File: config.mk
export PLATFORM = sky130hd
export DESIGN_NAME = wave_timer8
export DESIGN_NICKNAME = d
export VERILOG_FILES = /design/src/rtl/wave_timer8.sv
export SDC_FILE = /design/constraint.sdc
export NUM_CORES = 1
export LEC_CHECK = 0
export CELL_PAD_IN_SITES_DETAIL_PLACEMENT = 2
export CELL_PAD_IN_SITES_GLOBAL_PLACEMENT = 2
export CORE_UTILIZATION = 30
export CTS_BUF_LIST = sky130_fd_sc_hd__clkbuf_8 sky130_fd_sc_hd__clkbuf_16
export DETAILED_ROUTE_END_ITERATION = 8
export PLACE_DENSITY = 0.69
export SLEW_MARGIN = 20
export SYNTH_ARGS = -nofsm -noshare
export SYNTH_HDL_FRONTEND = slang
export SYNTH_SLANG_ARGS = --single-unit
File: constraint.sdc
create_clock -name clk -period 4.7 [get_ports clk]
set_input_delay 0.94 -clock clk [delete_from_list [all_inputs] [get_ports clk]]
set_output_delay 0.94 -clock clk [all_outputs]
set_load 0.02 [all_outputs]
File: src/rtl/wave_timer8.sv
module wave_timer8 #(
  parameter int W  = 8,
  parameter int PW = 10
) (
  input  logic         clk,
  input  logic         rst_n,
  input  logic         wr_en,
  input  logic [1:0]   addr,
  input  logic [W-1:0] wr_data,
  output logic [W-1:0] rd_data,
  input  logic         irq_ack_ovf,
  input  logic         irq_ack_cmp,
  output logic         wave_out,
  output logic         ovf_flag,
  output logic         cmp_flag
);
  localparam logic [W-1:0] MAXV   = '1;
  localparam logic [1:0]   M_NORM = 2'b00;
  localparam logic [1:0]   M_PC   = 2'b01;
  localparam logic [1:0]   M_CTC  = 2'b10;
  localparam logic [1:0]   M_FAST = 2'b11;

  logic [PW-1:0] presc_q;
  logic [1:0]    mode_q, com_q;
  logic [2:0]    cs_q;
  logic [W-1:0]  cnt_q, cnt_n, ocr_buf, ocr_act;
  logic          dir_dn, blk_q, oc_q, oc_n, ovf_q, cmp_q;
  logic [3:0]    sh;
  logic [PW-1:0] pmask;

  wire wr_ctrl = wr_en && addr == 2'd0;
  wire wr_cnt  = wr_en && addr == 2'd1;
  wire wr_ocr  = wr_en && addr == 2'd2;
  wire wr_flg  = wr_en && addr == 2'd3;

  always_comb begin
    case (cs_q)
      3'd2:    sh = 4'd3;
      3'd3:    sh = 4'd5;
      3'd4:    sh = 4'd6;
      3'd5:    sh = 4'd7;
      3'd6:    sh = 4'd8;
      3'd7:    sh = 4'd10;
      default: sh = 4'd0;
    endcase
    pmask = PW'((32'd1 << sh) - 32'd1);
  end

  wire tick     = (cs_q != 3'd0) && ((presc_q & pmask) == pmask);
  wire step     = tick && !wr_cnt;
  wire pwm      = mode_q[0];
  wire hit      = step && !blk_q && cnt_q == ocr_act;
  wire ign      = com_q[1] && ocr_act == MAXV;
  wire up_step  = dir_dn ? (cnt_q == '0) : (cnt_q != MAXV);
  wire pc_top   = step && mode_q == M_PC && !dir_dn && cnt_q == MAXV;
  wire fast_bot = step && mode_q == M_FAST && cnt_q == MAXV;
  wire ocr_upd  = (mode_q == M_PC) ? pc_top : fast_bot;
  wire ovf_ev   = step && ((mode_q == M_PC) ? (dir_dn && cnt_q == '0) : (cnt_q == MAXV));
  wire force_ev = wr_ctrl && wr_data[7] && !wr_data[5];
  wire clr_ovf  = (wr_flg && wr_data[0]) || irq_ack_ovf;
  wire clr_cmp  = (wr_flg && wr_data[1]) || irq_ack_cmp;
  wire conn     = pwm ? com_q[1] : (com_q != 2'b00);

  always_comb begin
    case (mode_q)
      M_PC: begin
        if (!dir_dn) cnt_n = (cnt_q == MAXV) ? cnt_q - 1'b1 : cnt_q + 1'b1;
        else         cnt_n = (cnt_q == '0)   ? cnt_q + 1'b1 : cnt_q - 1'b1;
      end
      M_CTC:   cnt_n = (cnt_q == ocr_act && !blk_q) ? '0 : cnt_q + 1'b1;
      default: cnt_n = cnt_q + 1'b1;
    endcase
  end

  always_comb begin
    oc_n = oc_q;
    case (mode_q)
      M_NORM, M_CTC: begin
        if (hit) begin
          case (com_q)
            2'b01:   oc_n = ~oc_q;
            2'b10:   oc_n = 1'b0;
            2'b11:   oc_n = 1'b1;
            default: oc_n = oc_q;
          endcase
        end
      end
      M_FAST: begin
        if (com_q[1]) begin
          if (hit && !ign) oc_n = com_q[0];
          if (fast_bot)    oc_n = ~com_q[0];
        end
      end
      default: begin
        if (com_q[1]) begin
          if (hit && !ign)                oc_n = up_step ? com_q[0] : ~com_q[0];
          if (pc_top && ocr_act == MAXV)  oc_n = ~com_q[0];
        end
      end
    endcase
    if (force_ev) begin
      case (wr_data[4:3])
        2'b01:   oc_n = ~oc_q;
        2'b10:   oc_n = 1'b0;
        2'b11:   oc_n = 1'b1;
        default: oc_n = oc_n;
      endcase
    end
  end

  always_ff @(posedge clk or negedge rst_n) begin
    if (!rst_n) begin
      presc_q <= '0;
      mode_q  <= M_NORM;
      com_q   <= 2'b00;
      cs_q    <= 3'd0;
      cnt_q   <= '0;
      ocr_buf <= '0;
      ocr_act <= '0;
      dir_dn  <= 1'b0;
      blk_q   <= 1'b0;
      oc_q    <= 1'b0;
      ovf_q   <= 1'b0;
      cmp_q   <= 1'b0;
    end else begin
      presc_q <= presc_q + PW'(1);
      if (wr_ctrl) begin
        mode_q <= wr_data[6:5];
        com_q  <= wr_data[4:3];
        cs_q   <= wr_data[2:0];
      end
      if (wr_ocr) ocr_buf <= wr_data;
      if (!pwm)         ocr_act <= wr_ocr ? wr_data : ocr_buf;
      else if (ocr_upd) ocr_act <= ocr_buf;
      if (wr_cnt)    cnt_q <= wr_data;
      else if (tick) cnt_q <= cnt_n;
      if (wr_cnt)    blk_q <= 1'b1;
      else if (tick) blk_q <= 1'b0;
      if (mode_q != M_PC)                   dir_dn <= 1'b0;
      else if (step && !dir_dn && cnt_q == MAXV) dir_dn <= 1'b1;
      else if (step && dir_dn && cnt_q == '0)    dir_dn <= 1'b0;
      oc_q  <= oc_n;
      ovf_q <= ovf_ev | (ovf_q & ~clr_ovf);
      cmp_q <= hit | (cmp_q & ~clr_cmp);
    end
  end

  always_comb begin
    case (addr)
      2'd0:    rd_data = W'({1'b0, mode_q, com_q, cs_q});
      2'd1:    rd_data = cnt_q;
      2'd2:    rd_data = ocr_buf;
      default: rd_data = W'({cmp_q, ovf_q});
    endcase
  end

  assign wave_out = conn & oc_q;
  assign ovf_flag = ovf_q;
  assign cmp_flag = cmp_q;
endmodule

======== After elaboration in Yosys (flattened, before gate mapping) ========
Index checks and enable logic that the tools add are counted.
storage, ports and cells
  register bits ........................... 46
  input bits .............................. 15
  output and inout port bits .............. 11
  logic and storage cells ................. 127
operators by class
  add/sub/neg operators ................... 4
  equality and inequality tests ........... 25
  shift-type cells ........................ 1
  multiplexer cells ....................... 33
  bitwise operators ....................... 10
  reduce and logical (&&, ||, !) cells .... 42
operator list
  cell                   count
  $mux 8                 9
  $logic_and 1x1->1      27
  $pmux 4 s6             1
  $pmux 8 s3             1
  $mux 1                 18
  $eq 2x2->1 const B     8
  $eq 8x8->1 const B     2
  $pmux 8 s2             1
  $eq 3x3->1 const B     4
  $add 10x1->10 const B  1
  $and 10x10->10         1
  $eq 10x10->1           1
  $shl 1x4->10 const A   1
  $sub 10x1->10 const B  1
  $add 8x1->8 const B    1
  $eq 2x1->1 const B     4
  $eq 8x8->1             1
  $logic_not 8->1        1
  $ne 8x8->1 const B     1
  $sub 8x1->8 const B    1
  $eq 3x2->1 const B     2
  $pmux 1 s3             2
  $reduce_bool 3->1      2
  $logic_not 1->1        5
  9 further kinds        19

======== Depth between registers and ports, before layout ========
Gate-level depths: netlist (run 1).
  depth in word-level cells ............... 17
  gate-level depth with buffers ........... 12
  gate-level depth less buffers ........... 11

======== Least setup slack after synthesis (run 1) ========
No wires, ideal clock.
  kind .................................... input -> output
  start ................................... in addr[0]
  end ..................................... out rd_data[0]
  arrival time ............................ 2.105 ns
  data required time ...................... 3.760 ns
  setup slack ............................. 1.655 ns
  stages on the path ...................... 3
  path buffers ............................ 2
  path through ............................ clkbuf_2 > buf_1 > mux4_2
on the way
  cells in the longest elaborated chain, start to end .. 2
  elaborated cells on any way between the ends .. 4
  classes of those cells .................. 2 x eq/ne; 1 x mux; 1 x reduce/logical
ends and longest elaborated chain
  element                             line  RTL
  start, declared                     8     input logic [1:0] addr,
  $eq 2x2->1 (tied with other cells)  149   case (addr)
  $pmux 8 s3 (*)                      149
  end, declared                       10    output logic [W-1:0] rd_data,
Every way passes the cells marked *; elsewhere a longest branch is shown, timed or not.

======== Worst setup path after layout (run 1) ========
  start ................................... in addr[1]
  end ..................................... out rd_data[7]
Same word-level chain as after synthesis.

==> results_dict.tcl, run 1 <==
set metrics [dict create \
    placed_cell_area_sq_um 3490 \
    crit_type "in2out" \
    critical_path_peak_fanout 15 \
    die_w_um 104 \
    start_util_pct 30.8 \
    grt_max_degree 47 \
    grt_overflow 0 \
    dieHeight_um 104 \
    ant_nets 0 \
    vdd.ir_drop.worst_mv 0.149 \
    pre_cts_slack_ps 817 \
    setup_viol 0 \
    area_growth_pct 13.9 \
    postCtsSetupRepairBufs 0 \
    outcome "finished clean" \
    drive_above_1_share_pct 11.3 \
    drt-pass1-iter-count 4 \
    ys_seq_elements 46 \
    antenna_found_initial 0 \
    vias_per_cell 5.38 \
    io_pins 26 \
    grt_pass1_wl_mm 16.5 \
    h-tree-depth 2 \
    startpoint "addr[1]" \
    worstHoldStart "presc_q[9]$_DFF_PN0_" \
    p_leak_nw 1.44 \
    portBuffers 25 \
    cts_tree "yes" \
    synthCells 345 \
    critical_path_arrival_ps 2940 \
    grt.total_usage_pct 19.8 \
    syn_area_sq_um 3150 \
    grt_pass1_vias 2918 \
    rsz0062_at_grt "false" \
    clock_sinks 46 \
    yosys_warnings 0 \
    finalSetupTns_ps 0 \
    wl_per_cell_um 20.5 \
    max_freq_mhz 258 \
    slew_headroom_pct 34.2 \
    tightest_slew_ps 984 \
    fin_ws_ps 819 \
    fin_worst_skew_ps 9.98 \
    period_needed_ps 3880 \
    routabilityCongestion 0.727 \
    finalPower_w 0.00150 \
    slew_viol_final 0 \
    clk_pin_slew_ps 80 \
    hold_buffers 0 \
    rows 37 \
    root_buffer "clkbuf_8" \
    synth-edff-count 0 \
    min_period_over_period_pct 82.6 \
    r2r-start "cnt_q[3]$_DFFE_PN0P_" \
    yosys.area.top_type "dfrtp_1" \
    synthArstFlopShare_pct 100 \
    syn_area_per_cell_sq_um 9.12 \
    drt_iter0_markers 94 \
    seq_area_frac_synth_pct 36.6 \
    hpwlAfterDp_mm 7.68 \
    power_density_nw_per_um2 418 \
    clkLatencyLatePin_ps 310 \
    synth_top_area_share_pct 36.6 \
    drcViolationCount 0 \
    hold_viol_final 0 \
    syn_nets 369 \
    synth_area_leaders "dfrtp_1 37%, mux2i_1 5.1%, mux2_2 4.7%, o21ai_0 4.1%, xnor2_1 3.6%" \
    core-area_sq_um 10200 \
    synth-main-ff-cell "dfrtp_1" \
    min_path_type "reg2reg" \
    design_area_sq_um 3580 \
    crit_path_end_kind "output pin" \
    die_area_sq_um 10900 \
    drv_cap 0 \
    ctsResizeCount 0 \
    synth_cell_types 65 \
    cts_buffers 5 \
    num_vias 2684 \
    nets 386 \
    crit_required_ps 3760 \
    routed_wl_mm 10.2 \
    start_kind "primary input" \
    diodes 0 \
    clock_path_buffers 2 \
]
[critical path, cell delays in order]
cell,delay (ps)
clkdlybuf4s50_1,460
buf_4,180
nor2b_1,430
nand2_1,100
o21ai_0,160
clkdlybuf4s50_1,680
[through the flow]
step                      cells  utilization (%)  hold WS (ps)
final                       499             35.0           480
after global routing        499             35.0           501
after CTS                   499             35.0           482
after detailed placement    491             34.1           466
after global placement      491             34.1           467
after floorplan             345                -           447
[cell usage in the layout (no fill, tap or decap), types with 5 or more instances in the layout]
| master | synthesis | final |
|---|---|---|
| mux2i_1 | 16 | 16 |
| nor3_1 | 5 | 5 |
| o21ai_0 | 26 | 26 |
| nand4_1 | 7 | 7 |
| mux2_2 | 13 | 13 |
| xnor2_1 | 13 | 13 |
| nand3_1 | 12 | 12 |
| clkdlybuf4s50_1 | 0 | 24 |
| dfrtp_1 | 46 | 46 |
| a21oi_1 | 20 | 20 |
| ha_1 | 9 | 9 |
| clkbuf_8 | 1 | 6 |
| xor2_1 | 11 | 11 |
| a31oi_1 | 5 | 5 |
| nand3b_1 | 5 | 5 |
| nor2_1 | 30 | 30 |
| nand2_1 | 30 | 30 |
| inv_1 | 14 | 15 |
[cells in the mapped netlist (all sizes together) (2+ instances only)]
cell / instances
nand3b: 6
dfrtp: 46
nand2b: 4
ha: 9
or4: 2
o31ai: 2
mux2i: 16
mux2: 13
and3: 4
nor2: 31
a21oi: 20
xor2: 11
a31oi: 5
nand4: 8
nand3: 13
or3: 4
a21bo: 2
o221ai: 4
nor4: 2
inv: 14
mux4: 2
clkbuf: 11
a21o: 2
o21a: 2
nor3: 5
nand2: 30
o211ai: 2
o311ai: 3
o21ai: 27
xnor2: 13
o22ai: 4
buf: 8
and2: 2
[power breakdown]
group          internal [W]  switching (W)
sequential         0.000475       0.000186
combinational      0.000263       0.000315
clock              0.000117       0.000141
total              0.000855       0.000642
[cell families after synthesis]
kind of cell	Yosys count	synth area share [%]
compound gates	84	17.8
flops	46	36.6
xor+xnor	24	6.68
simple gates	117	19.2
mux	31	11.2
other cells	1	0.119
buf+inv	33	4.81
fa+ha+maj	9	3.58
[sequential cells by signal, indices dropped and copies added, names as in the netlist]
signal and flops:
presc_q 10, cnt_q 8, ocr_act 8, ocr_buf 8, cs_q 3, com_q 2, mode_q 2, blk_q 1
cmp_flag 1, dir_dn 1, oc_q 1, ovf_flag 1
[cell type report]
| class | count | area [sq um] |
|---|---|---|
| flip-flops and latches | 46 | 1150 |
| multi-input cells | 266 | 1840 |
| inverters | 14 | 52.6 |
| well taps | 136 | 170 |
| fillers | 1131 | 6650 |
| clock buffers | 6 | 82.6 |
| repair buffers | 29 | 275 |
| clock inverters | 2 | 8.76 |
[metal layers]
layer  track usage [%]  routed length (um)  part of all wire, %  vias up
li1                  -                   -                    -     1276
met1              26.3                4870                   47     1364
met2              33.7                5040                   49       32
met3              2.19                 167                  1.6       12
met4              5.71                 174                  1.7        0
met5                 0                   0                    0        -
[path summary, 6_finish.rpt]
path / end / cells past startpoint / slack [ps]
max reg2reg: cnt_q[1]$_DFFE_PN0P_ / 8 / 1540
min: presc_q[9]$_DFF_PN0_ / 1 / 480
min reg2reg: presc_q[9]$_DFF_PN0_ / 1 / 480
min in group asynchronous: cnt_q[2]$_DFFE_PN0P_ / 2 / 710
max: rd_data[7] / 6 / 820
max in group asynchronous: presc_q[9]$_DFF_PN0_ / 2 / 3570
(Power assumes the default switching activity.)
==> run 2: changes to the inputs <==
Clock period 4.7 ns to 4 ns, I/O delays scaled along.
==> run 2 against run 1 <==
Against the previous run: sequential share of layout area down 0.26 points; flip-flop and latch count is the same; non-clock buffer count grew 1; combinational power grew 20%; die area unchanged; first-iteration DRC count is 19% higher; global-route usage grew 0.16 points; setup slack worse by 230 ps; critical path type unchanged; largest cell class unchanged.
==> results_dict.tcl, run 2 (synthesized netlist as in run 1, its figures left out) <==
set metrics [dict create \
    outcome "finished clean" \
    h-tree-depth 2 \
    antenna_found_initial 0 \
    rsz0062_at_grt "false" \
    reg2reg_depth 9 \
    grt_pass1_wl_mm 16.9 \
    io_pins 26 \
    ant_nets 0 \
    min_path_type "in2async" \
    portBuffers 25 \
    postCtsSetupRepairBufs 0 \
    crit_required_ps 3200 \
    drt-pass1-iter-count 4 \
    diodes 0 \
    ctsResizeCount 0 \
    reg2reg_to "cnt_q[3]$_DFFE_PN0P_" \
    final_core_util_pct 35.3 \
    slew_viol_final 0 \
    tightest_slew_ps 679 \
    critical_path_peak_fanout 6 \
    slew_headroom_pct 54.3 \
    cts_buffers 5 \
    clock_path_buffers 2 \
    period_needed_ps 3410 \
    start_kind "primary input" \
    drv_cap 0 \
    placed_cells 492 \
    fill_cells 1139 \
    drcViolationCount 0 \
    holdWs_ps 488 \
    mostFrequentLayoutCell "dfrtp_1" \
    drt_iter0_markers 112 \
    dieHeight_um 104 \
    final_cell_mix "46 x dfrtp_1, 30 x nand2_1, 30 x nor2_1, 26 x o21ai_0, 24 x clkdlybuf4s50_1" \
    crit_type "in2out" \
    grt_max_degree 25 \
    drive_above_1_share_pct 11.6 \
    wl_per_cell_um 20.7 \
    r2r-start "cnt_q[1]$_DFFE_PN0P_" \
    nets 387 \
    fin_worst_skew_ps 3.80 \
    multi_input_area_sq_um 1840 \
    largest_reg_flops 10 \
    grt_overflow 0 \
    area_growth_pct 14.8 \
    fin_cells 499 \
    hold_buffers 0 \
    seq_area_sq_um 1150 \
    p_leak_nw 1.45 \
    rrSetupSlack_ps 970 \
    vias_per_cell 5.45 \
    rows 37 \
    setup_viol 0 \
    routed_wl_mm 10.3 \
    clock_sinks 46 \
    vdd.ir_drop.worst_mv 0.179 \
    crit_path_end_kind "output pin" \
    core-area_sq_um 10200 \
    clkLatencyLatePin_ps 300 \
    power_density_nw_per_um2 505 \
    finalPower_w 0.00183 \
    finalSetupTns_ps 0 \
    largest-register "presc_q" \
    start_util_pct 30.8 \
    routabilityCongestion 0.749 \
    clk_pin_slew_ps 90 \
    die_w_um 104 \
    grt.total_usage_pct 19.9 \
    cts_tree "yes" \
    hpwlAfterDp_mm 7.78 \
    root_buffer "clkbuf_8" \
    die_area_sq_um 10900 \
    critical_path_arrival_ps 2610 \
    grt_pass1_vias 2945 \
    num_vias 2719 \
    min_period_over_period_pct 85.3 \
    max_freq_mhz 293 \
    hold_viol_final 0 \
]
## run 2: cell count changes in the layout (fill, tap and decap cells not counted), sizes merged
cell and delta:
bufinv +1, buf +1, inv -1, clkinv -1
## run 2: where the power goes
part	total (W)	internal [W]	switching (W)	leakage, nW
Sequential	0.000766	0.000558	0.000208	0.560
Combinational	0.000694	0.000314	0.000380	0.836
Clock	0.000366	0.000200	0.000165	0.0573
Total	0.00183	0.00107	0.000753	1.45
## run 2: stage by stage
step	setup slack [ps]	area, sq um
CTS	547	3610
finish	586	3610
global placement	590	3500
floorplan	1240	3150
global route	469	3610
detailed placement	550	3500
## run 2: how the worst max path moves through the flow
stage          startpoint          to  slack, ps  cells past startpoint
2_1_floorplan     addr[0]  rd_data[0]       1240                      3
3_3_place_gp      addr[0]  rd_data[6]        590                      5
3_5_place_dp      addr[0]  rd_data[7]        550                      5
4_1_cts           addr[0]  rd_data[7]        550                      5
5_1_grt           addr[0]  rd_data[2]        470                      5
6_report          addr[0]  rd_data[7]        590                      5
## run 2: cell type report
| type | instances | share of cell area [%] |
|---|---|---|
| inverter | 14 | 1.45 |
| multi-input combinational | 266 | 51.0 |
| sequential | 46 | 31.9 |
| timing repair buffer | 30 | 7.83 |
| tap | 136 | 4.71 |
| clock buffer | 6 | 2.29 |
| clock inverter | 1 | 0.831 |
## run 2: worst max-delay path, stage by stage
cell             delay, ps
clkdlybuf4s50_1        500
nor2b_1                440
nand2_1                100
o21ai_0                120
clkdlybuf4s50_1        650
## run 2: per-layer routing
| metal | track usage [%] | wire length, um |
|---|---|---|
| met5 | 0 | 0 |
| met4 | 3.98 | 61 |
| met2 | 35.2 | 5180 |
| met3 | 2.44 | 231 |
| met1 | 26.0 | 4860 |
==> run 3: changes to the inputs <==
Settings changed: CORE_MARGIN set to 8, GPL_ROUTABILITY_DRIVEN set to 0, SLEW_MARGIN 20 to 10.
==> run 3 against run 2 <==
Against the previous run: clock power is essentially flat; final cell count is 0.40% higher; cell area rose by 0.21%; count of clock-buffer cells in the layout is 1 lower; utilization fell by 0.086 points; setup slack got worse by 120 ps; total power is 0.88% higher.
==> results_dict.tcl, run 3 (synthesized netlist as in run 1, its figures left out) <==
set metrics [dict create \
    critical_path_arrival_ps 2740 \
    num_vias 2730 \
    diodes 0 \
    rows 37 \
    cts_tree "yes" \
    grt_pass1_vias 3013 \
    startpoint "addr[0]" \
    hpwlAfterDp_mm 8.01 \
    rrSetupSlack_ps 940 \
    grt_pass1_wl_mm 17.4 \
    die_w_um 118 \
    wl_per_cell_um 21.5 \
    ctsResizeCount 0 \
    crit_type "in2out" \
    period_needed_ps 3540 \
    p_leak_nw 1.46 \
    final_core_util_pct 35.2 \
    dieHeight_um 118 \
    nets 388 \
    hold_buffers 0 \
    outcome "finished clean" \
    clock_sinks 46 \
    crit_path_end_kind "output pin" \
    start_kind "primary input" \
    clkLatencyLatePin_ps 310 \
    fin_worst_skew_ps 3.49 \
    cp_common_cell "clkdlybuf4s50_1" \
    power_density_nw_per_um2 509 \
    io_pins 26 \
    root_buffer "clkbuf_8" \
    start_util_pct 30.6 \
    vdd.ir_drop.worst_mv 0.201 \
    area_growth_pct 15.1 \
    slew_viol_final 0 \
    h-tree-depth 2 \
    pre_cts_slack_ps 510 \
    grt.total_usage_pct 15.5 \
    crit_required_ps 3200 \
    cts_buffers 5 \
    drt-pass1-iter-count 4 \
    r2r-start "cnt_q[0]$_DFFE_PN0P_" \
    critical_path_peak_fanout 6 \
    routed_wl_mm 10.8 \
    fill_cells 1143 \
    portBuffers 25 \
    reg2reg_depth 9 \
    grt_max_degree 47 \
    core-area_sq_um 10300 \
    largest_reg_flops 10 \
    fin_ws_ps 462 \
    reg2reg_to "cnt_q[3]$_DFFE_PN0P_" \
    mostFrequentLayoutCell "dfrtp_1" \
    placed_cell_area_sq_um 3510 \
    ant_nets 0 \
    drcViolationCount 0 \
    drt_iter0_markers 139 \
    die_area_sq_um 14000 \
    min_period_over_period_pct 88.4 \
    slew_headroom_pct 52.0 \
    rsz0062_at_grt "false" \
    design_area_sq_um 3620 \
    cp-endpoint "rd_data[7]" \
    antenna_found_initial 0 \
    clk_pin_slew_ps 90 \
    drv_cap 0 \
    tightest_slew_ps 713 \
    cpPeakStageDelay_ps 670 \
    clock_path_buffers 2 \
    path_cells "clkdlybuf4s50_1 > nor2b_1 > nand2_1 > o21ai_0 > clkdlybuf4s50_1" \
    max_freq_mhz 283 \
    vias_per_cell 5.45 \
    hold_viol_final 0 \
    drive_above_1_share_pct 12.1 \
    min_path_type "reg2reg" \
    setup_viol 0 \
    grt_overflow 0 \
    largest-register "presc_q" \
    critPathSlowestCell "clkdlybuf4s50_1" \
    postCtsSetupRepairBufs 0 \
    finalSetupTns_ps 0 \
    final_cell_mix "46 x dfrtp_1, 30 x nand2_1, 30 x nor2_1, 26 x o21ai_0, 24 x clkdlybuf4s50_1" \
]
run 3: cell types whose count changed in the layout (fill, tap and decap cells not counted), sizes merged:
cell	delta
clkbuf	-1
buf	+1
clkinv	+1
inv	+1
run 3: metrics by stage:
stage               cells  power, W  hold WS, ps
floorplan             345   0.00121          447
global placement      493   0.00145          467
detailed placement    493   0.00149          491
CTS                   501   0.00186          505
global route          501   0.00196          526
finish                501   0.00184          498
run 3: worst min-delay path by stage:
stage / startpoint / to / slack [ps] / cells past startpoint
2_1_floorplan: presc_q[9]$_DFF_PN0_ / presc_q[9]$_DFF_PN0_ / 450 / 1
3_3_place_gp: presc_q[9]$_DFF_PN0_ / presc_q[9]$_DFF_PN0_ / 470 / 1
3_5_place_dp: presc_q[8]$_DFF_PN0_ / presc_q[8]$_DFF_PN0_ / 490 / 1
4_1_cts: presc_q[8]$_DFF_PN0_ / presc_q[8]$_DFF_PN0_ / 500 / 1
5_1_grt: presc_q[8]$_DFF_PN0_ / presc_q[8]$_DFF_PN0_ / 530 / 1
6_report: presc_q[8]$_DFF_PN0_ / presc_q[8]$_DFF_PN0_ / 500 / 1
run 3: power by group:
part           internal, W  switching (W)  leakage, nW
clock             0.000188       0.000179       0.0585
combinational     0.000320       0.000398        0.841
sequential        0.000558       0.000200        0.560
run 3: metal layers:
metal	GRT usage, %	routed length [um]
met3	2.19	338
met2	26.2	5170
met1	20.6	5160
met4	3.48	116
met5	0	0
run 3: worst max-delay path: cells and delay by family:
kind            cells  cell delay, ps
compound gates      1             160
buf+inv             2            1170
simple gates        2             600
run 3: area by class of cell:
| cell class | instances | area (sq um) | share of cell area (%) |
|---|---|---|---|
| multi-input cells | 266 | 1840 | 50.9 |
| repair buffers | 31 | 290 | 8.02 |
| clock buffers | 5 | 68.8 | 1.90 |
| well taps | 136 | 170 | 4.70 |
| flip-flops and latches | 46 | 1150 | 31.8 |
| inverters | 14 | 52.6 | 1.45 |
| clock inverters | 3 | 43.8 | 1.21 |
